### src/rtl/psnap_pkg.sv
package psnap_pkg;

    // Measurement step: not armed, waiting for the first edge,
    // waiting for the second edge, finished.
    typedef enum logic [1:0] {
        ST_OFF    = 2'd0,
        ST_WAIT_A = 2'd1,
        ST_WAIT_B = 2'd2,
        ST_DONE   = 2'd3
    } step_e;

endpackage

### src/rtl/psnap_tick.sv
// Divided sample strobe: one pulse every DIV clocks.
module psnap_tick #(
    parameter int DIV = 4
) (
    input  logic clk,
    input  logic rst_n,
    output logic tick_o
);
    localparam int TW = (DIV > 1) ? $clog2(DIV) : 1;
    localparam logic [TW-1:0] LAST = TW'(DIV - 1);

    logic [TW-1:0] cnt_d, cnt_q;

    always_comb begin
        cnt_d = (cnt_q == LAST) ? '0 : cnt_q + 1'b1;
    end

    always_ff @(posedge clk or negedge rst_n) begin
        if (!rst_n) cnt_q <= '0;
        else        cnt_q <= cnt_d;
    end

    assign tick_o = (cnt_q == LAST);
endmodule

### src/rtl/psnap_filt.sv
// Synchroniser, agreement filter and rising-edge pulse.
module psnap_filt #(
    parameter int FILT_LEN = 3
) (
    input  logic clk,
    input  logic rst_n,
    input  logic tick_i,
    input  logic sig_i,
    output logic rise_o
);
    typedef struct packed {
        logic                s1;
        logic                s2;
        logic [FILT_LEN-1:0] hist;
        logic                level;
        logic                rise;
    } filt_t;

    filt_t f_d, f_q;

    always_comb begin
        f_d      = f_q;
        f_d.s1   = sig_i;
        f_d.s2   = f_q.s1;
        f_d.rise = 1'b0;
        if (tick_i) begin
            f_d.hist = {f_q.hist[FILT_LEN-2:0], f_q.s2};
            if (&f_d.hist) begin
                f_d.level = 1'b1;
                f_d.rise  = ~f_q.level;
            end else if (~|f_d.hist) begin
                f_d.level = 1'b0;
            end
        end
    end

    always_ff @(posedge clk or negedge rst_n) begin
        if (!rst_n) f_q <= '0;
        else        f_q <= f_d;
    end

    assign rise_o = f_q.rise;
endmodule

### src/rtl/psnap_seq.sv
// One-shot step control and elapsed-count computation.
module psnap_seq
    import psnap_pkg::*;
#(
    parameter int CNT_W = 32
) (
    input  logic             clk,
    input  logic             rst_n,
    input  logic             arm_i,
    input  logic             rise_i,
    input  logic [CNT_W-1:0] count_i,
    output logic             done_o,
    output logic [CNT_W-1:0] period_o
);
    typedef struct packed {
        step_e            step;
        logic [CNT_W-1:0] start;
        logic [CNT_W-1:0] period;
    } seq_t;

    seq_t s_d, s_q;

    always_comb begin
        s_d = s_q;
        if (arm_i) begin
            // a pending edge in the arm cycle is dropped
            s_d.step   = ST_WAIT_A;
            s_d.period = '0;
        end else if (rise_i) begin
            unique case (s_q.step)
                ST_WAIT_A: begin
                    s_d.start = count_i;
                    s_d.step  = ST_WAIT_B;
                end
                ST_WAIT_B: begin
                    // modulo 2^CNT_W difference covers a wrapped stop value
                    s_d.period = count_i - s_q.start;
                    s_d.step   = ST_DONE;
                end
                default: s_d = s_q;
            endcase
        end
    end

    always_ff @(posedge clk or negedge rst_n) begin
        if (!rst_n) begin
            s_q.step   <= ST_OFF;
            s_q.start  <= '0;
            s_q.period <= '0;
        end else begin
            s_q <= s_d;
        end
    end

    assign done_o   = (s_q.step == ST_DONE);
    assign period_o = s_q.period;
endmodule

### src/rtl/period_snap.sv
module period_snap #(
    parameter int CNT_W    = 32,
    parameter int DIV      = 4,
    parameter int FILT_LEN = 3
) (
    input  logic             clk,
    input  logic             rst_n,
    input  logic             arm_i,
    input  logic             sig_i,
    input  logic [CNT_W-1:0] count_i,
    output logic             done_o,
    output logic [CNT_W-1:0] period_o
);
    logic tick_w;
    logic edge_w;

    psnap_tick #(.DIV(DIV)) u_tick (
        .clk    (clk),
        .rst_n  (rst_n),
        .tick_o (tick_w)
    );

    psnap_filt #(.FILT_LEN(FILT_LEN)) u_filt (
        .clk    (clk),
        .rst_n  (rst_n),
        .tick_i (tick_w),
        .sig_i  (sig_i),
        .rise_o (edge_w)
    );

    psnap_seq #(.CNT_W(CNT_W)) u_seq (
        .clk      (clk),
        .rst_n    (rst_n),
        .arm_i    (arm_i),
        .rise_i   (edge_w),
        .count_i  (count_i),
        .done_o   (done_o),
        .period_o (period_o)
    );
endmodule

### config.mk
export PLATFORM = sky130hd
export DESIGN_NAME = period_snap
export DESIGN_NICKNAME = d
export VERILOG_FILES = /design/src/rtl/psnap_pkg.sv /design/src/rtl/psnap_tick.sv /design/src/rtl/psnap_filt.sv /design/src/rtl/psnap_seq.sv /design/src/rtl/period_snap.sv
export SDC_FILE = /design/constraint.sdc
export NUM_CORES = 1
export LEC_CHECK = 0
export ABC_AREA = 1
export BUFFER_PORTS_ARGS = -buffer_cell sky130_fd_sc_hd__buf_2
export CORE_MARGIN = 2
export CORE_UTILIZATION = 49
export DETAILED_ROUTE_END_ITERATION = 10
export GPL_ROUTABILITY_DRIVEN = 0
export HOLD_SLACK_MARGIN = 0.12
export PLACE_DENSITY = 0.76
export SYNTH_ARGS = -nofsm -noshare
export SYNTH_HDL_FRONTEND = slang
export SYNTH_SLANG_ARGS = --single-unit
export TNS_END_PERCENT = 50
### constraint.sdc
create_clock -name clk -period 3.87 [get_ports clk]
set_input_delay 0 -clock clk [delete_from_list [all_inputs] [get_ports clk]]
set_output_delay 0 -clock clk [all_outputs]
set_load 0.05 [all_outputs]
==> flow_summary.toml, run 1 <==
[run_status]
outcome = "finished, final reports clean"

[placement]
dpl.hpwl_um = 9380
portBuffers = 68
post-place-ws_ns = 1.76
place_area_mm2 = 0.00564
dp_cells = 988

[die]
io_pins = 69
fp.dieH_um = 109
core_mm2 = 0.0108
die_x_um = 109
initial_utilization = 0.500
die-area_mm2 = 0.0119
rows = 38

[timing]
fin_tns_setup_ns = 0
worstMarginPinSlew_ns = 1.20
setup_slack_ns = 1.70
rsz0062_at_grt = "false"
period_minus_slack_ns = 2.17
fmax_mhz = 460
setup_violations = 0
slew_headroom = 0.199
fin_skew_ns = 0.00696
hold_violations = 0
drv_slew = 0
fin_crit_sh = 0.561

[setup_path]
worstPathRequired_ns = 4.13
timing.reg2reg.setup_slack_ns = 1.70
critPathArrivalTime_ns = 2.43
cp-start-kind = "flip-flop"
critPathCaptureType = "flip-flop"
path_max_fanout = 19
path_class = "flip-flop to flip-flop"

[clock_tree]
postCtsSetupBuffers = 0
cts_max_level = 3
clkLatencyLatePin_ns = 0.37
cts_root_buffer = "clkbuf_8"
clk_path_buf_depth = 2
postCtsResizedCells = 0
path_clk_slew_ns = 0.09
cts.sinks = 74
numCtsBuffers = 9
hold_buffers = 35
tritoncts = "yes"

[global_routing]
grt_usage = 0.228
grt_overflow_total = 0
antenna_found_initial = 0
grt_max_degree = 75
first_global_vias = 4725
grt_pass1_wl_um = 21200

[yosys]
synth_cell_types = 31
synthCells = 822
synth_seq_cells = 74
syn_avg_cell_area_um2 = 6.57
synth_top_flop_cell = "dfrtp_1"
synth_edf_count = 0
syn_nets = 892
ys_async_sr_fraction = 1.00
syn-cell-area_mm2 = 0.00540
ys_seq_area_frac = 0.343
ys_warn_count = 0

[route]
vias = 4983
dr.pass1.iters = 5
ant_nets = 0
route.final.wire_length_um = 12500
drt_iter0_drc = 320
avgRoutedWirePerCell_um = 12.1
drcViolationCount = 0
vias_per_cell = 4.80

[power]
p_total_w = 0.00217
peakVddDrop_v = 0.000153
power_density_mw_per_mm2 = 348
p_leak_nw = 3.79

[layout]
stdcell_area_mm2 = 0.00622
antennaDiodeCount = 0
syn_to_final_growth_pct = 15.3
stdcell_count = 1039
final_layout_size_suffix_gt1_frac = 0.126
nets = 964

[run]
maxCapViolCount = 0

[hold_path]
hp-class = "primary input to flip-flop"
sequential cells by signal, summed over array words and instances, names as in the netlist:
signal,cells
u_seq.s_q,34
u_seq.period_o,32
u_filt.f_q,4
u_tick.cnt_q,2
u_filt.f_d,1
u_filt.rise_o,1
stage by stage:
step,util,hold slack [ns]
floorplan,-,-0.296
global placement,0.523,0.109
detailed placement,0.523,0.111
CTS,0.577,0.248
global route,0.577,0.256
finish,0.577,0.263
layout make-up:
class | instances | area, µm²
multi-input combinational | 551 | 2690
clock inverter | 6 | 95.1
tap | 140 | 175
fill | 1044 | 4570
clock buffer | 10 | 138
sequential | 74 | 1850
inverter | 154 | 578
timing repair buffer | 104 | 701
cells by family after synthesis:
kind of cell,Yosys count,share of synthesized area
AND/OR/NAND/NOR,427,0.326
XOR/XNOR,2,0.00324
multiplexers,1,0.00209
flip-flops,74,0.343
adder cells (fa/ha/maj),34,0.0802
AO/OA/AOI/OAI,87,0.0848
buffers and inverters,197,0.161
power by group:
group | switching, W | internal, W | leakage, nW
clock | 0.000334 | 0.000389 | 0.118
combinational | 0.000398 | 0.000218 | 2.79
sequential | 0.0000136 | 0.000815 | 0.888
layer usage:
metal,vias to the layer above,track usage,wire length [µm]
met1,2197,0.322,6080
met3,23,0.0359,692
met4,0,0.0833,252
met2,143,0.354,5500
li1,2620,-,-
met5,-,0,0
cell usage in the layout, fill, tap and decap left out, drive strengths merged, types with 2 or more instances in the layout:
cell and count:
xnor2 2, nand2 294, or2 2, buf 69, o21ai 20, dfrtp 74, and2 2, nor3 2
o21bai 3, clkinv 2, inv 156, nand3 42, a32o 2, dlygate4sd3 35, clkbuf 10, nand3b 3
ha 33, a21oi 60, nor2 78, nand4 4, bufinv 2
worst max-delay path, cell delays in order (launching register included):
cell	delay (ns)
dfrtp_1	0.40
inv_1	0.10
nor2_1	0.06
nand2_1	0.38
clkinv_1	0.67
a32o_1	0.46
cell usage after synthesis (4+ instances only):
| master | instances | area, µm² |
|---|---|---|
| a21oi_1 | 60 | 300 |
| buf_2 | 6 | 30.0 |
| buf_4 | 32 | 240 |
| clkbuf_1 | 5 | 18.8 |
| dfrtp_1 | 74 | 1850 |
| ha_1 | 33 | 413 |
| inv_1 | 152 | 571 |
| nand2_1 | 280 | 1050 |
| nand2_2 | 13 | 81.3 |
| nand3_1 | 40 | 200 |
| nand4_1 | 4 | 25.0 |
| nor2_1 | 71 | 267 |
| nor2_2 | 6 | 37.5 |
| o21ai_0 | 17 | 85.1 |
worst paths after layout:
kind | from | end | depth (start not counted)
worst max-delay path | u_seq.s_q[65] | u_seq.period_o[4] | 5
worst min-delay path | sig_i | u_filt.f_d[5] | 2
worst max register to register | u_seq.s_q[65] | u_seq.period_o[4] | 5
worst min register to register | u_filt.f_d[5] | u_filt.f_q[5] | 0
max in group asynchronous | rst_n | u_seq.period_o[9] | 2
min in group asynchronous | rst_n | u_filt.f_d[5] | 2
Note: power is estimated with default switching activity, not from simulation.
==> run 2: changes to the inputs <==
--- a/config.mk
+++ b/config.mk
@@ -5,14 +5,14 @@
 export SDC_FILE = /design/constraint.sdc
 export NUM_CORES = 1
 export LEC_CHECK = 0
-export ABC_AREA = 1
+export ABC_AREA = 0
 export BUFFER_PORTS_ARGS = -buffer_cell sky130_fd_sc_hd__buf_2
 export CORE_MARGIN = 2
 export CORE_UTILIZATION = 49
 export DETAILED_ROUTE_END_ITERATION = 10
 export GPL_ROUTABILITY_DRIVEN = 0
 export HOLD_SLACK_MARGIN = 0.12
-export PLACE_DENSITY = 0.76
+export PLACE_DENSITY = 0.8
 export SYNTH_ARGS = -nofsm -noshare
 export SYNTH_HDL_FRONTEND = slang
 export SYNTH_SLANG_ARGS = --single-unit
==> constraint.sdc (replaced) <==
create_clock -name clk -period 1.9 [get_ports clk]
set_input_delay 0 -clock clk [delete_from_list [all_inputs] [get_ports clk]]
set_output_delay 0 -clock clk [all_outputs]
set_load 0.05 [all_outputs]
==> run 2 against run 1 <==
The run now ends with negative setup slack left. Hold slack got worse by 0.13 ns. Register-to-register slack got worse by 2.3 ns. Clock power increased by 88%. Setup slack got worse by 2.3 ns. Highest routed layer unchanged. First-iteration DRC count increased by 3.4%. Core utilization increased by 12 points. Critical endpoint is now u_seq.period_o[16]. Count of clock-buffer cells in the layout decreased by 1. Clock skew increased by 0.018 ns. Cell count decreased by 17%.
==> flow_summary.toml, run 2 <==
[run_status]
violations = "negative setup slack"
outcome = "finished with violations"

[timing]
setup_violations = 26
setup_slack_ns = -0.606
drv_slew = 0
period_minus_slack_ns = 2.51
fmax_mhz = 399
rsz0062_at_grt = "true"
fin_skew_ns = 0.0254
fin_crit_sh = 1.32
hold_violations = 0
worstMarginPinSlew_ns = 0.546
slew_headroom = 0.632

[die]
fp.dieH_um = 104
initial_utilization = 0.502
io_pins = 69
die-area_mm2 = 0.0108
rows = 36
die_x_um = 104
core_mm2 = 0.00973

[placement]
dpl.hpwl_um = 9160
portBuffers = 68
dp_cells = 798

[clock_tree]
path_clk_slew_ns = 0.10
clkLatencyLatePin_ns = 0.38
cts_max_level = 3
numCtsBuffers = 9
cts.sinks = 74
cts_root_buffer = "clkbuf_8"
clk_path_buf_depth = 2
tritoncts = "yes"

[setup_path]
critPathTopFamily = "compound AO/OA/AOI/OAI gates"
critPathCaptureType = "flip-flop"
worstPathRequired_ns = 2.16
r2r-end = "u_seq.period_o[16]"
cp-start-kind = "flip-flop"
worstPathCellList = "ha_2 -> fa_2 -> and2b_1 -> o2111ai_2 -> a21o_1 -> and2_4 -> buf_4 -> o21ai_4 -> xnor2_1 -> o21ai_0"
crit_buf_inv = 1
crit_slowest_cell = "dfrtp_1"
r2r.worst_path.cells = 10
critPathArrivalTime_ns = 2.76
timing.reg2reg.setup_slack_ns = -0.61
cp_slowest_stage_delay_ns = 0.42
path_class = "flip-flop to flip-flop"
r2r_start = "u_seq.s_q[32]"
path_max_fanout = 5

[run]
maxCapViolCount = 0

[yosys]
ys_async_sr_fraction = 1.00
synth_edf_count = 0
synth_cell_types = 60
synthCells = 555
synth_top_family_by_area = "compound AO/OA/AOI/OAI gates"
synth_common_cells = "86 x nand2_1, 74 x dfrtp_1, 67 x o21ai_0, 38 x inv_1, 33 x ha_1"
synth_top_area_frac = 0.379
yosys.area_share.simple = 0.140
synth_compound_area_frac = 0.235
syn_avg_cell_area_um2 = 8.79
synthXorXnorAreaFrac = 0.0467
synth_fa_ha_area_frac = 0.0887
synth_seq_cells = 74
syn_nets = 625
syn-cell-area_mm2 = 0.00488
synth.most_common_cell = "nand2_1"
synthTopCellsByArea = "dfrtp_1 38%, ha_1 8.5%, o21ai_0 6.9%"
ys_seq_area_frac = 0.379
ys_warn_count = 0
synth_top_flop_cell = "dfrtp_1"
synthMuxAreaShare = 0.0113
yosys.area.top_type = "dfrtp_1"

[global_routing]
first_global_vias = 4973
antenna_found_initial = 0
grt_pass1_wl_um = 23400
grt_max_degree = 53
top_usage_layer = "met2"
grt_use_met1 = 0.320
grt_overflow_total = 0
grt_usage = 0.265
grt_use_met2 = 0.460
grt_util_met3 = 0.0497

[power]
p_leak_nw = 3.21
switching_power_w = 0.00216
p_seq_frac = 0.300
internal_power_w = 0.00362
p_sw_frac = 0.373
peakVddDrop_v = 0.000380
combinationalPowerShare = 0.465
power_frac_clock = 0.235
power_density_mw_per_mm2 = 849
p_total_w = 0.00578

[route]
ant_nets = 0
vias = 4817
drt_iter0_drc = 331
drcViolationCount = 0
dr.pass1.iters = 5
vias_per_cell = 5.58
avgRoutedWirePerCell_um = 17.0
route.final.wire_length_um = 14700

[layout]
final_common_cell = "buf_4"
top_register = "u_seq.s_q"
stdcell_count = 864
largest_register_ffs = 34
nets = 796
post-route-util = 0.700
final_layout_size_suffix_gt1_frac = 0.363
antennaDiodeCount = 0
layout_common_cells = "104 x buf_4, 83 x nand2_1, 74 x dfrtp_1"
syn_to_final_growth_pct = 39.6

[hold_path]
hp-class = "primary input to async pin"
run 2: cell types whose count changed after synthesis, sizes merged, moves of 11 or more:
cell   delta
xnor2    +13
inv     -115
nor2     -60
nand2   -208
a21oi    -26
o21ai    +56
xor2     +11
nand3    -32
run 2: layout make-up:
class,instances,area [µm²]
fill,665,2920
multi-input combinational,391,2910
sequential,74,1850
timing repair buffer,212,1540
tap,133,166
inverter,38,143
clock buffer,9,124
clock inverter,7,82.6
run 2: cells by family (layout without fill, tap and decap cells):
group,after synthesis,after routing
multiplexers,5,5
AO/OA/AOI/OAI,175,175
buffers and inverters,90,266
adder cells (fa/ha/maj),34,34
XOR/XNOR,26,26
flip-flops,74,74
AND/OR/NAND/NOR,151,151
run 2: routing by layer:
layer  vias up  part of all wire
met5         -                 0
met4         0             0.041
met2       208              0.50
met1      2308              0.41
li1       2242                 -
met3        59             0.054
run 2: stage by stage:
stage / setup slack [ns] / setup TNS (ns) / hold slack, ns / instance area (µm²)
2_1_floorplan: -0.314 / -3.13 / -0.296 / 4900
6_report: -0.606 / -9.98 / 0.132 / 6810
5_1_grt: -0.702 / -12.08 / 0.179 / 6810
3_3_place_gp: -0.367 / -5.38 / -0.00543 / 5800
4_1_cts: -0.446 / -7.01 / 0.131 / 6580
3_5_place_dp: -0.464 / -6.50 / 0.00136 / 5800
run 2: how the worst max path moves through the flow:
stage,from,end,slack (ns),cells after the start
final,u_seq.s_q[32],u_seq.period_o[16],-0.61,10
after global routing,u_seq.s_q[32],u_seq.period_o[16],-0.70,10
after CTS,u_seq.s_q[32],u_seq.period_o[18],-0.45,9
after detailed placement,u_seq.s_q[32],u_seq.period_o[18],-0.46,9
after global placement,u_seq.s_q[32],u_seq.period_o[18],-0.37,9
after floorplan,u_seq.s_q[32],u_seq.period_o[18],-0.31,9
run 2: timing repair:
item | in CTS | in global routing
hold buffers | 35 | 0
pin swaps | 22 | 17
gates resized for setup | 33 | 40
endpoints found under the hold margin | 114 | 0
setup endpoints to repair | 23 | 27
setup buffers | 8 | 8
run 2: power groups by stage:
stage	clock network, W	logic (W)	registers [W]
after detailed placement	0	0.00213	0.00176
after global routing	0.00143	0.00289	0.00174
after global placement	0	0.00206	0.00175
after CTS	0.00134	0.00239	0.00173
final	0.00136	0.00269	0.00173
after floorplan	0	0.00126	0.00175
